$ cat config.mk
export PLATFORM = sky130hd
export DESIGN_NAME = memq_class_arb
export DESIGN_NICKNAME = d
export VERILOG_FILES = /design/src/rtl/arb_pkg.sv /design/src/rtl/arb_ctrl.sv /design/src/rtl/arb_datapath.sv /design/src/rtl/memq_class_arb.sv
export SDC_FILE = /design/constraint.sdc
export NUM_CORES = 1
export LEC_CHECK = 0
export CAP_MARGIN = 20
export CELL_PAD_IN_SITES_DETAIL_PLACEMENT = 0
export CELL_PAD_IN_SITES_GLOBAL_PLACEMENT = 1
export CORE_MARGIN = 5
export CORE_UTILIZATION = 25
export DETAILED_ROUTE_END_ITERATION = 12
export PLACE_DENSITY = 0.48
export SYNTH_ARGS = -nofsm -noshare
export SYNTH_HDL_FRONTEND = slang
export SYNTH_SLANG_ARGS = --single-unit
$ cat constraint.sdc
create_clock -name clk -period 14.5 [get_ports clk]
set_clock_uncertainty 0.1 [all_clocks]
set_input_delay 1.45 -clock clk [delete_from_list [all_inputs] [get_ports clk]]
set_output_delay 1.45 -clock clk [all_outputs]
set_load 0.05 [all_outputs]
$ cat src/rtl/arb_pkg.sv
package arb_pkg;

  typedef enum logic [1:0] {
    CLS_BEST = 2'd0,
    CLS_TOL  = 2'd1,
    CLS_LOWJ = 2'd2,
    CLS_OFF  = 2'd3
  } reqClass_t;

  typedef enum logic [1:0] {
    SEL_CLASS = 2'd0,
    SEL_PRIO  = 2'd1,
    SEL_SLOT  = 2'd2,
    SEL_LEN   = 2'd3
  } cfgSel_t;

  // strobes from control to datapath
  typedef struct packed {
    logic decide;   // no offer pending: evaluate the tiers this cycle
    logic retire;   // current offer accepted this cycle
  } arbStrobe_t;

endpackage

$ cat src/rtl/arb_ctrl.sv
module arb_ctrl
  import arb_pkg::*;
(
  input  logic       clk,
  input  logic       rstN,
  input  logic       outRdy,
  input  logic       found,
  output arbStrobe_t strb,
  output logic       busy
);

  always_comb begin
    strb.decide = !busy;
    strb.retire = busy && outRdy;
  end

  always_ff @(posedge clk) begin
    if (!rstN) begin
      busy <= 1'b0;
    end else if (strb.decide && found) begin
      busy <= 1'b1;
    end else if (strb.retire) begin
      busy <= 1'b0;
    end
  end

endmodule

$ cat src/rtl/arb_datapath.sv
module arb_datapath
  import arb_pkg::*;
#(
  parameter int NUM_REQ    = 8,
  parameter int SLOT_DEPTH = 16,
  parameter int PRIO_W     = 3,
  parameter int IDX_W      = 3,
  parameter int SLOT_W     = 4,
  parameter int ADDR_W     = 4,
  parameter int CFG_W      = 4
) (
  input  logic               clk,
  input  logic               rstN,
  input  logic [NUM_REQ-1:0] reqVld,
  input  logic               cfgWe,
  input  logic [1:0]         cfgSel,
  input  logic [ADDR_W-1:0]  cfgAddr,
  input  logic [CFG_W-1:0]   cfgData,
  input  arbStrobe_t         strb,
  output logic               found,
  output logic [IDX_W-1:0]   outIdx
);

  localparam logic [ADDR_W:0]  NREQ_L   = (ADDR_W+1)'(NUM_REQ);
  localparam logic [IDX_W-1:0] LAST_REQ = IDX_W'(NUM_REQ - 1);

  reqClass_t         classTab [NUM_REQ];
  logic [PRIO_W-1:0] prioTab  [NUM_REQ];
  logic [IDX_W-1:0]  slotTab  [SLOT_DEPTH];
  logic [SLOT_W-1:0] lenM1;
  logic [SLOT_W-1:0] slotPtr;
  logic [IDX_W-1:0]  rrPtr;
  logic [IDX_W-1:0]  grantIdx;

  // ---------------- configuration tables ----------------
  logic addrIsReq;
  assign addrIsReq = {1'b0, cfgAddr} < NREQ_L;

  always_ff @(posedge clk) begin
    if (!rstN) begin
      for (int i = 0; i < NUM_REQ; i++) begin
        classTab[i] <= CLS_BEST;
        prioTab[i]  <= '0;
      end
      for (int s = 0; s < SLOT_DEPTH; s++) slotTab[s] <= '0;
      lenM1 <= '0;
    end else if (cfgWe) begin
      case (cfgSel_t'(cfgSel))
        SEL_CLASS: if (addrIsReq) classTab[cfgAddr[IDX_W-1:0]] <= reqClass_t'(cfgData[1:0]);
        SEL_PRIO:  if (addrIsReq) prioTab[cfgAddr[IDX_W-1:0]] <= cfgData[PRIO_W-1:0];
        SEL_SLOT:  slotTab[cfgAddr[SLOT_W-1:0]] <= cfgData[IDX_W-1:0];
        default:   lenM1 <= cfgData[SLOT_W-1:0];
      endcase
    end
  end

  // ---------------- per-requester tier membership ----------------
  logic [NUM_REQ-1:0] tolReq, beReq;
  for (genvar g = 0; g < NUM_REQ; g++) begin : g_member
    assign tolReq[g] = reqVld[g] && (classTab[g] == CLS_TOL);
    assign beReq[g]  = reqVld[g] && (classTab[g] == CLS_BEST);
  end

  // ---------------- slot tier ----------------
  logic [SLOT_W-1:0] effPtr, nextPtr;
  logic [IDX_W-1:0]  owner;
  logic              slotHit;
  always_comb begin
    effPtr  = (slotPtr > lenM1) ? '0 : slotPtr;
    nextPtr = (effPtr == lenM1) ? '0 : effPtr + SLOT_W'(1);
    owner   = slotTab[effPtr];
    slotHit = reqVld[owner] && (classTab[owner] == CLS_LOWJ);
  end

  // ---------------- priority tier ----------------
  logic              tolHit;
  logic [IDX_W-1:0]  tolIdx;
  logic [PRIO_W-1:0] tolBest;
  always_comb begin
    tolHit  = 1'b0;
    tolIdx  = '0;
    tolBest = '0;
    // scanning downward with >= leaves the lowest index on a tie
    for (int i = NUM_REQ - 1; i >= 0; i--) begin
      if (tolReq[i] && (!tolHit || prioTab[i] >= tolBest)) begin
        tolHit  = 1'b1;
        tolIdx  = IDX_W'(i);
        tolBest = prioTab[i];
      end
    end
  end

  // ---------------- round-robin tier ----------------
  logic             beHit;
  logic [IDX_W-1:0] beIdx;
  int               probe;
  always_comb begin
    beHit = 1'b0;
    beIdx = '0;
    probe = 0;
    for (int k = 0; k < NUM_REQ; k++) begin
      probe = int'(rrPtr) + k;
      if (probe >= NUM_REQ) probe = probe - NUM_REQ;
      if (!beHit && beReq[probe]) begin
        beHit = 1'b1;
        beIdx = IDX_W'(probe);
      end
    end
  end

  // ---------------- tier order and state update ----------------
  logic [IDX_W-1:0] winIdx;
  logic             winBe;
  always_comb begin
    found  = slotHit || tolHit || beHit;
    winBe  = !slotHit && !tolHit && beHit;
    winIdx = slotHit ? owner : (tolHit ? tolIdx : beIdx);
  end

  always_ff @(posedge clk) begin
    if (!rstN) begin
      slotPtr  <= '0;
      rrPtr    <= '0;
      grantIdx <= '0;
    end else if (strb.decide) begin
      slotPtr <= nextPtr;
      if (found) grantIdx <= winIdx;
      if (winBe) rrPtr <= (beIdx == LAST_REQ) ? '0 : beIdx + IDX_W'(1);
    end
  end

  assign outIdx = grantIdx;

endmodule

$ cat src/rtl/memq_class_arb.sv
module memq_class_arb
  import arb_pkg::*;
#(
  parameter int NUM_REQ    = 8,
  parameter int SLOT_DEPTH = 16,
  parameter int PRIO_W     = 3,
  localparam int IDX_W  = (NUM_REQ > 1) ? $clog2(NUM_REQ) : 1,
  localparam int SLOT_W = (SLOT_DEPTH > 1) ? $clog2(SLOT_DEPTH) : 1,
  localparam int ADDR_W = (IDX_W > SLOT_W) ? IDX_W : SLOT_W,
  localparam int CFG_A  = (IDX_W > PRIO_W) ? IDX_W : PRIO_W,
  localparam int CFG_B  = (SLOT_W > 2) ? SLOT_W : 2,
  localparam int CFG_W  = (CFG_A > CFG_B) ? CFG_A : CFG_B
) (
  input  logic               clk,
  input  logic               rstN,
  input  logic [NUM_REQ-1:0] reqVld,
  input  logic               cfgWe,
  input  logic [1:0]         cfgSel,
  input  logic [ADDR_W-1:0]  cfgAddr,
  input  logic [CFG_W-1:0]   cfgData,
  output logic               outVld,
  output logic [IDX_W-1:0]   outIdx,
  input  logic               outRdy
);

  arbStrobe_t strb;
  logic       found;
  logic       busy;

  arb_ctrl i_ctrl (
    .clk    (clk),
    .rstN   (rstN),
    .outRdy (outRdy),
    .found  (found),
    .strb   (strb),
    .busy   (busy)
  );

  arb_datapath #(
    .NUM_REQ    (NUM_REQ),
    .SLOT_DEPTH (SLOT_DEPTH),
    .PRIO_W     (PRIO_W),
    .IDX_W      (IDX_W),
    .SLOT_W     (SLOT_W),
    .ADDR_W     (ADDR_W),
    .CFG_W      (CFG_W)
  ) i_dp (
    .clk     (clk),
    .rstN    (rstN),
    .reqVld  (reqVld),
    .cfgWe   (cfgWe),
    .cfgSel  (cfgSel),
    .cfgAddr (cfgAddr),
    .cfgData (cfgData),
    .strb    (strb),
    .found   (found),
    .outIdx  (outIdx)
  );

  assign outVld = busy;

endmodule

==> results of run 1 <==
power by group:
group | leakage, nW | internal (mW) | switching [mW]
clock | 0.146 | 0.122 | 0.129
sequential | 0.958 | 0.342 | 0.0211
combinational | 2.23 | 0.182 | 0.274
total | 3.33 | 0.647 | 0.424
worst max-delay path: cells and delay by family:
kind	cells	cell delay (ns)
adder cells (fa/ha/maj)	7	1.86
buffers and inverters	2	0.65
multiplexers	4	1.68
AO/OA/AOI/OAI	20	5.51
AND/OR/NAND/NOR	14	1.95
per-layer routing:
layer  share of wire (%)  vias to the layer above
met5                   0                        -
met2                  47                      106
li1                    -                     2801
met3                 3.3                       20
met1                  48                     2779
met4                 1.3                        0
through the flow:
stage / area [µm²] / hold slack, ns / setup WS [ns] / total power [mW] / utilization [%]
after floorplan: 7410 / 0.433 / 3.56 / 0.709 / -
after global placement: 8040 / 0.391 / 1.97 / 0.827 / 27.3
after detailed placement: 8040 / 0.389 / 1.32 / 0.823 / 27.3
after CTS: 8340 / 0.402 / 1.65 / 1.08 / 28.3
after global routing: 8350 / 0.445 / 0.494 / 1.14 / 28.3
final: 8350 / 0.395 / 1.59 / 1.07 / 28.3
worst max path at each step:
| stage | slack, ns | depth (start not counted) | start | to |
|---|---|---|---|---|
| 3_3_place_gp | 1.97 | 44 | reqVld[7] | i_dp.outIdx[1]$_SDFFE_PN0P_ |
| 3_5_place_dp | 1.32 | 45 | reqVld[7] | i_dp.outIdx[2]$_SDFFE_PN0P_ |
| 2_1_floorplan | 3.56 | 45 | reqVld[7] | i_dp.outIdx[2]$_SDFFE_PN0P_ |
| 6_report | 1.59 | 47 | reqVld[7] | i_dp.outIdx[1]$_SDFFE_PN0P_ |
| 4_1_cts | 1.65 | 45 | reqVld[7] | i_dp.outIdx[2]$_SDFFE_PN0P_ |
| 5_1_grt | 0.49 | 48 | reqVld[7] | i_dp.outIdx[1]$_SDFFE_PN0P_ |
cells by family after synthesis:
logic type,synth area share [%]
AOI/OAI and AO/OA,13.0
buffers and inverters,4.48
DFF,39.7
muxes,12.6
xor gates and xnor gates,0.591
adders and majority gates,5.07
and+or+nand+nor,24.5
flip-flops by register name, indices dropped and copies added, names as in the netlist:
| name | flops |
|---|---|
| i_ctrl.busy | 1 |
| i_dp.classTab | 16 |
| i_dp.lenM1 | 4 |
| i_dp.outIdx | 3 |
| i_dp.prioTab | 24 |
| i_dp.rrPtr | 3 |
| i_dp.slotPtr | 4 |
| i_dp.slotTab | 48 |
cell type report:
cell class / count / area (µm²) / share of cell area, %
multi-input cells: 560 / 4140 / 49.6
flip-flops and latches: 103 / 2940 / 35.3
well taps: 390 / 488 / 5.85
repair buffers: 40 / 363 / 4.35
clock buffers: 9 / 225 / 2.70
inverters: 32 / 120 / 1.44
clock inverters: 7 / 71.3 / 0.854
Yosys cell counts (7+ instances only):
cell type	count
and3_1	92
mux2i_1	35
dfxtp_1	15
clkbuf_1	38
nand2b_1	7
or3b_1	9
inv_1	28
nor2b_1	12
nand2_1	103
buf_2	7
edfxtp_1	88
mux2_2	7
mux4_2	19
nor2_1	36
ha_1	30
a21o_1	8
nor3b_1	9
a211oi_1	8
a21oi_1	30
o21ai_0	22
nand3b_1	9
nor3_1	8
==> flow_metrics.env, run 1 <==
export IMPL_hold_start="i_dp.outIdx[0]$_SDFFE_PN0P_"
export IMPL_synth_edff_count=88
export IMPL_worst_ep_required_time_ns=14.69
export IMPL_post_cts_buffers=0
export IMPL_grt_pass1_vias=5721
export IMPL_routedWlPerCell_um=18.5
export IMPL_yosysSeqAreaShare_pct=39.7
export IMPL_leakagePower_nw=3.33
export IMPL_start_kind="primary input"
export IMPL_synth_area_um2=7410
export IMPL_reg2reg_depth=46
export IMPL_synth_seq_cells=103
export IMPL_drive_above_1_share_pct=10.7
export IMPL_io_pins=26
export IMPL_status="finished clean"
export IMPL_synthCells=745
export IMPL_grt_overflow_total=0
export IMPL_r2r_start="i_dp.classTab[7][1]$_SDFFCE_PN0P_"
export IMPL_drc=0
export IMPL_busiest_layer="met2"
export IMPL_synth_ff_type="edfxtp_1"
export IMPL_synth_net_count=797
export IMPL_p_per_area_nw_per_um2=128
export IMPL_grtUsageMet2_pct=21.1
export IMPL_final_cells=1141
export IMPL_dpl_hpwl_mm=15.2
export IMPL_synthTopCellsByArea="edfxtp_1, and3_1, mux4_2"
export IMPL_n_fill_cell=3089
export IMPL_die_w_um=182
export IMPL_clock_sinks=103
export IMPL_grt_total_usage_pct=12.8
export IMPL_cts_path_max_buffers=2
export IMPL_maxCapViolations=0
export IMPL_cts_buffers=9
export IMPL_synth_top_area_share_pct=35.7
export IMPL_period_minus_slack_ns=12.91
export IMPL_rows=63
export IMPL_initial_utilization_pct=25.1
export IMPL_hold_end="i_dp.outIdx[0]$_SDFFE_PN0P_"
export IMPL_dr_pass1_iters=4
export IMPL_setup_viol=0
export IMPL_final_common_cell="nand2_1"
export IMPL_dr_first_iter_drc_count=521
export IMPL_yosysUniqueCellTypes=73
export IMPL_synth_warning_count=0
export IMPL_fin_crit_sh_pct=89.0
export IMPL_vias=5706
export IMPL_insertedDiodeCount=0
export IMPL_grt_max_degree=39
export IMPL_area_growth_pct=12.7
export IMPL_place_inst=1124
export IMPL_clock_latency_ns=0.36
export IMPL_cpMaxStageDelayCell="o31ai_1"
export IMPL_yosys_area_top_type="edfxtp_1"
export IMPL_slew_headroom_pct=28.7
export IMPL_grt_met3_usage_pct=2.03
export IMPL_fmax_mhz=77.5
export IMPL_viasPerCell=5.00
export IMPL_die_area_um2=33200
export IMPL_cts_hold_buf=0
export IMPL_gp_congestion=0.782
export IMPL_hold_violations=0
export IMPL_use_met1_pct=17.8
export IMPL_cts_root_buf="clkbuf_16"
export IMPL_ir_drop_uv=57.7
export IMPL_antenna_found_initial=0
export IMPL_hold_path_cell_count=2
export IMPL_rsz0062_at_grt="false"
export IMPL_portBuffers=25
export IMPL_fp_dieH_um=182
export IMPL_grt_pass1_wl_mm=33.5
export IMPL_arrival_ns=13.10
export IMPL_async_flop_share_pct=0
export IMPL_endpoint_kind="flip-flop"
export IMPL_coreArea_um2=29500
export IMPL_hp_class="flip-flop to flip-flop"
export IMPL_r2r_slack_ns=2.70
export IMPL_path_class="primary input to flip-flop"
export IMPL_clk_pin_slew_worst_paths_ns=0.08
export IMPL_drt_total_wl_mm=21.1
export IMPL_tritoncts="yes"
export IMPL_final_cell_mix="nand2_1, and3_1, edfxtp_1"
export IMPL_r2r_end="i_dp.outIdx[1]$_SDFFE_PN0P_"
export IMPL_cp_max_fo=11
export IMPL_worstMarginPinSlew_ns=1.06
export IMPL_avgSynthCellArea_um2=9.94
export IMPL_fin_nets=798
export IMPL_tns_ns=0
export IMPL_cts_repair_resized=0
export IMPL_drtAntennaViolNets=0
export IMPL_maxSlewViolCount=0
export IMPL_h_tree_depth=3
export IMPL_cp_slowest_stage_delay_ns=0.85
No activity file was read; power rests on OpenSTA's default activity.
==> inputs of run 2 (changes only) <==
--- a/config.mk
+++ b/config.mk
@@ -10,7 +10,9 @@
 export CELL_PAD_IN_SITES_GLOBAL_PLACEMENT = 1
 export CORE_MARGIN = 5
 export CORE_UTILIZATION = 25
+export CTS_CLUSTER_DIAMETER = 80
 export DETAILED_ROUTE_END_ITERATION = 12
+export GPL_TIMING_DRIVEN = 0
 export PLACE_DENSITY = 0.48
 export SYNTH_ARGS = -nofsm -noshare
 export SYNTH_HDL_FRONTEND = slang
==> run 2 against run 1 <==
Against the previous run:
- hold slack worse by 0.0090 ns
- power up 0.69%
- routed wire length up 13%
- combinational power up 2%
- register-to-register slack worse by 0.03 ns
- maximum frequency down 0.40%
- via count up 3.5%
- core utilization up 0.37 points
- clock-buffer cell count unchanged
- sequential cell count unchanged
- non-clock buffer count up 37
- critical path type unchanged
- critical endpoint is now i_dp.outIdx[2]$_SDFFE_PN0P_
- largest cell class unchanged
- largest power group unchanged
==> flow_metrics.env, run 2 (synthesis gave the netlist of run 1 again) <==
export IMPL_dr_pass1_iters=5
export IMPL_worst_ep_required_time_ns=14.70
export IMPL_regMostFlops="i_dp.slotTab"
export IMPL_hold_violations=0
export IMPL_hold_path_cell_count=2
export IMPL_coreArea_um2=29500
export IMPL_tns_ns=0
export IMPL_critPathTopFamily="compound AO/OA/AOI/OAI gates"
export IMPL_die_area_um2=33200
export IMPL_cpMaxStageDelayCell="o311ai_1"
export IMPL_grt_pass1_vias=5958
export IMPL_cp_max_fo=10
export IMPL_worstMarginPinSlew_ns=0.956
export IMPL_grt_pass1_wl_mm=36.5
export IMPL_die_w_um=182
export IMPL_drtAntennaViolNets=0
export IMPL_fin_crit_sh_pct=89.4
export IMPL_hold_start="i_dp.outIdx[0]$_SDFFE_PN0P_"
export IMPL_area_growth_pct=14.2
export IMPL_dr_first_iter_drc_count=427
export IMPL_clock_latency_ns=0.37
export IMPL_largest_register_ffs=48
export IMPL_cts_repair_resized=0
export IMPL_start_kind="primary input"
export IMPL_initial_utilization_pct=25.1
export IMPL_vias=5907
export IMPL_critPathBufInv=3
export IMPL_cp_slowest_stage_delay_ns=0.79
export IMPL_hold_end="i_dp.outIdx[0]$_SDFFE_PN0P_"
export IMPL_dpl_hpwl_mm=18.7
export IMPL_h_tree_depth=3
export IMPL_place_inst=1160
export IMPL_endpoint_kind="flip-flop"
export IMPL_clock_sinks=103
export IMPL_fin_nets=835
export IMPL_rsz0062_at_grt="false"
export IMPL_leakagePower_nw=3.37
export IMPL_slew_headroom_pct=35.3
export IMPL_dpl_cell_area_um2=8140
export IMPL_r2r_slack_ns=2.67
export IMPL_stdcell_area_um2=8460
export IMPL_place_ws_ns=1.16
export IMPL_r2r_end="i_dp.outIdx[2]$_SDFFE_PN0P_"
export IMPL_grt_overflow_total=0
export IMPL_reg2reg_depth=47
export IMPL_insertedDiodeCount=0
export IMPL_gp_congestion=0.829
export IMPL_final_common_cell="nand2_1"
export IMPL_cts_hold_buf=0
export IMPL_cts_path_max_buffers=2
export IMPL_hp_class="flip-flop to flip-flop"
export IMPL_post_cts_buffers=0
export IMPL_cts_root_buf="clkbuf_16"
export IMPL_reg_top3="i_dp.slotTab x48, i_dp.prioTab x24, i_dp.classTab x16"
export IMPL_rows=63
export IMPL_arrival_ns=13.16
export IMPL_maxCapViolations=0
export IMPL_clk_pin_slew_worst_paths_ns=0.08
export IMPL_maxSlewViolCount=0
export IMPL_cts_buffers=9
export IMPL_p_per_area_nw_per_um2=127
export IMPL_grt_total_usage_pct=14.4
export IMPL_antenna_found_initial=0
export IMPL_portBuffers=25
export IMPL_period_minus_slack_ns=12.96
export IMPL_routedWlPerCell_um=20.2
export IMPL_fp_dieH_um=182
export IMPL_viasPerCell=5.01
export IMPL_tritoncts="yes"
export IMPL_setup_ws_ns=1.54
export IMPL_status="finished clean"
export IMPL_fmax_mhz=77.2
export IMPL_ir_drop_uv=54.0
export IMPL_final_cells=1178
export IMPL_r2r_start="i_dp.classTab[7][1]$_SDFFCE_PN0P_"
export IMPL_drt_total_wl_mm=23.8
export IMPL_drive_above_1_share_pct=9.64
export IMPL_final_cell_mix="nand2_1, and3_1, edfxtp_1"
export IMPL_drc=0
export IMPL_setup_viol=0
export IMPL_grt_max_degree=21
export IMPL_io_pins=26
export IMPL_path_class="primary input to flip-flop"
[run 2: changes by cell type in the layout (fill, tap and decap cells not counted), sizes merged]
cell and change:
inv -2, buf -3, clkbuf +40, clkinv +2
[run 2: power by group]
group          switching [mW]  internal [mW]
Combinational           0.281          0.186
Sequential             0.0174          0.342
Clock                   0.128          0.123
Total                   0.426          0.651
[run 2: worst min-delay path: stages, from the launching register on]
cell and delay, ns:
dfxtp_1 0.32, nand2_1 0.06, o22ai_1 0.06
[run 2: stage by stage]
step / util [%] / power (mW) / hold slack (ns)
3_5_place_dp: 27.6 / 0.835 / 0.375
6_report: 28.7 / 1.08 / 0.386
4_1_cts: 28.7 / 1.09 / 0.390
3_3_place_gp: 27.6 / 0.835 / 0.371
5_1_grt: 28.7 / 1.15 / 0.401
2_1_floorplan: - / 0.709 / 0.433
[run 2: worst max-delay path by stage]
| stage | startpoint | endpoint | slack [ns] | cells past startpoint |
|---|---|---|---|---|
| 2_1_floorplan | reqVld[7] | i_dp.outIdx[2]$_SDFFE_PN0P_ | 3.56 | 45 |
| 3_3_place_gp | reqVld[7] | i_dp.outIdx[1]$_SDFFE_PN0P_ | 1.12 | 46 |
| 3_5_place_dp | reqVld[7] | i_dp.outIdx[1]$_SDFFE_PN0P_ | 1.16 | 48 |
| 4_1_cts | reqVld[7] | i_dp.outIdx[1]$_SDFFE_PN0P_ | 1.44 | 49 |
| 5_1_grt | reqVld[7] | i_dp.outIdx[1]$_SDFFE_PN0P_ | 0.29 | 49 |
| 6_report | reqVld[7] | i_dp.outIdx[2]$_SDFFE_PN0P_ | 1.54 | 48 |
[run 2: cell type report]
type                    instances  area (µm²)
flip-flops and latches        103        2940
plain buffers                  50         211
clock inverters                 7        78.8
fillers                      3093       21000
multi-input cells             560        4130
well taps                     390         488
inverters                      32         120
clock buffers                   9         225
repair buffers                 27         260
[run 2: metal layers]
layer  up-vias  global-route usage [%]  routed length, µm
met4         0                    4.38                476
met3        20                    1.77                553
met2        98                    23.5              11000
met5         -                       0                  0
met1      2900                    19.9              11700
li1       2889                       -                  -
==> inputs of run 3 (changes only) <==
--- a/config.mk
+++ b/config.mk
@@ -5,15 +5,15 @@
 export SDC_FILE = /design/constraint.sdc
 export NUM_CORES = 1
 export LEC_CHECK = 0
-export CAP_MARGIN = 20
-export CELL_PAD_IN_SITES_DETAIL_PLACEMENT = 0
-export CELL_PAD_IN_SITES_GLOBAL_PLACEMENT = 1
+export CELL_PAD_IN_SITES_DETAIL_PLACEMENT = 1
+export CELL_PAD_IN_SITES_GLOBAL_PLACEMENT = 2
 export CORE_MARGIN = 5
 export CORE_UTILIZATION = 25
 export CTS_CLUSTER_DIAMETER = 80
 export DETAILED_ROUTE_END_ITERATION = 12
+export GPL_ROUTABILITY_DRIVEN = 0
 export GPL_TIMING_DRIVEN = 0
-export PLACE_DENSITY = 0.48
+export PLACE_DENSITY = 0.55
 export SYNTH_ARGS = -nofsm -noshare
 export SYNTH_HDL_FRONTEND = slang
 export SYNTH_SLANG_ARGS = --single-unit
==> run 3 against run 2 <==
Against the previous run:
- register-to-register slack worse by 0.47 ns
- cell count is 0.17% lower
- combinational power rose by 3%
- largest power group unchanged
==> flow_metrics.env, run 3 (synthesis gave the netlist of run 1 again) <==
export IMPL_clockPowerShare_pct=25.4
export IMPL_initial_utilization_pct=25.1
export IMPL_cts_hold_buf=0
export IMPL_whs_ns=0.396
export IMPL_slew_headroom_pct=14.5
export IMPL_tritoncts="yes"
export IMPL_coreArea_um2=29500
export IMPL_cts_buffers=9
export IMPL_setup_viol=0
export IMPL_cts_repair_resized=0
export IMPL_multiInputGateArea_um2=4130
export IMPL_n_fill_cell=3409
export IMPL_post_cts_buffers=0
export IMPL_comb_power_share_pct=42.6
export IMPL_dpl_hpwl_mm=19.9
export IMPL_grt_pass1_vias=6478
export IMPL_grt_overflow_total=0
export IMPL_arrival_ns=13.61
export IMPL_drive_above_1_share_pct=9.41
export IMPL_hold_violations=0
export IMPL_cts_root_buf="clkbuf_16"
export IMPL_grt_max_degree=21
export IMPL_cpMaxStageDelayCell="o311ai_1"
export IMPL_die_w_um=182
export IMPL_endpoint_kind="flip-flop"
export IMPL_routedWlPerCell_um=21.9
export IMPL_fin_nets=833
export IMPL_fin_crit_sh_pct=92.6
export IMPL_clk_pin_slew_worst_paths_ns=0.07
export IMPL_h_tree_depth=3
export IMPL_clock_sinks=103
export IMPL_ir_drop_uv=66.2
export IMPL_p_per_area_nw_per_um2=133
export IMPL_rows=63
export IMPL_start_kind="primary input"
export IMPL_maxCapViolations=0
export IMPL_p_sw_mw=0.441
export IMPL_viasPerCell=5.15
export IMPL_leakagePower_nw=3.38
export IMPL_p_int_mw=0.687
export IMPL_drt_total_wl_mm=25.7
export IMPL_cp_max_fo=10
export IMPL_cts_path_max_buffers=2
export IMPL_regMostFlops="i_dp.slotTab"
export IMPL_dpl_cell_area_um2=8140
export IMPL_critPathTopFamily="compound AO/OA/AOI/OAI gates"
export IMPL_path_class="primary input to flip-flop"
export IMPL_cp_slowest_stage_delay_ns=0.79
export IMPL_portBuffers=25
export IMPL_io_pins=26
export IMPL_fmax_mhz=74.5
export IMPL_antenna_found_initial=0
export IMPL_insertedDiodeCount=0
export IMPL_area_growth_pct=14.6
export IMPL_tns_ns=0
export IMPL_stdcell_area_um2=8490
export IMPL_status="finished clean"
export IMPL_vias=6059
export IMPL_period_minus_slack_ns=13.43
export IMPL_worst_ep_required_time_ns=14.69
export IMPL_rsz0062_at_grt="false"
export IMPL_grt_total_usage_pct=15.6
export IMPL_hp_class="flip-flop to flip-flop"
export IMPL_p_seq_share_pct=31.9
export IMPL_p_total_mw=1.13
export IMPL_fp_dieH_um=182
export IMPL_dr_first_iter_drc_count=373
export IMPL_drc=0
export IMPL_die_area_um2=33200
export IMPL_grt_pass1_wl_mm=39.7
export IMPL_critPathBufInv=4
export IMPL_register_area_um2=2940
export IMPL_largest_register_ffs=48
export IMPL_dr_pass1_iters=7
export IMPL_place_ws_ns=0.688
export IMPL_sw_frac_of_total_pct=39.1
export IMPL_worstMarginPinSlew_ns=1.28
export IMPL_maxSlewViolCount=0
export IMPL_final_cell_mix="nand2_1, and3_1, edfxtp_1"
export IMPL_final_common_cell="nand2_1"
export IMPL_clock_latency_ns=0.37
export IMPL_reg_top3="i_dp.slotTab x48, i_dp.prioTab x24, i_dp.classTab x16"
export IMPL_drtAntennaViolNets=0
export IMPL_setup_ws_ns=1.07
[run 3: cell count changes in the layout (fill, tap and decap cells not counted)]
cell | before | now
clkinv_4 | 3 | 0
clkinv_8 | 2 | 1
bufinv_16 | 0 | 2
clkbuf_2 | 2 | 0
inv_8 | 1 | 3
[run 3: cell type report]
| type | count | share of cell area (%) |
|---|---|---|
| Multi-Input combinational cell | 560 | 48.7 |
| Timing Repair Buffer | 25 | 2.95 |
| Clock inverter | 7 | 1.40 |
| Sequential cell | 103 | 34.7 |
| Buffer | 50 | 2.49 |
| Tap cell | 390 | 5.75 |
| Clock buffer | 9 | 2.65 |
| Inverter | 32 | 1.42 |
[run 3: path summary, 6_finish.rpt]
kind / depth (start not counted) / start / endpoint / slack, ns
worst max-delay path: 49 / reqVld[7] / i_dp.outIdx[1]$_SDFFE_PN0P_ / 1.07
worst min-delay path: 2 / i_dp.outIdx[0]$_SDFFE_PN0P_ / i_dp.outIdx[0]$_SDFFE_PN0P_ / 0.40
worst max register to register: 48 / i_dp.classTab[7][1]$_SDFFCE_PN0P_ / i_dp.outIdx[1]$_SDFFE_PN0P_ / 2.20
worst min register to register: 2 / i_dp.outIdx[0]$_SDFFE_PN0P_ / i_dp.outIdx[0]$_SDFFE_PN0P_ / 0.40
[run 3: worst min-delay path, cell delays in order (launching register included)]
cell and delay, ns:
dfxtp_1 0.31, nand2_1 0.06, o22ai_1 0.07
[run 3: per-stage QoR]
stage | util [%] | std cells
finish | 28.8 | 1176
global route | 28.8 | 1176
CTS | 28.8 | 1176
detailed placement | 27.6 | 1160
global placement | 27.6 | 1160
floorplan | - | 745
[run 3: power by group through the flow]
stage	Combinational (mW)	Clock, mW	Sequential, mW
final	0.481	0.287	0.360
after global placement	0.474	0	0.367
after CTS	0.483	0.292	0.361
after floorplan	0.335	0	0.374
after detailed placement	0.481	0	0.368
after global routing	0.531	0.306	0.364
[run 3: layer usage]
metal | global-route usage, % | vias up | wire [µm]
met4 | 3.06 | 0 | 330
met3 | 2.29 | 18 | 760
met2 | 25.8 | 93 | 12200
met5 | 0 | - | 0
met1 | 21.8 | 3066 | 12400
li1 | - | 2882 | -
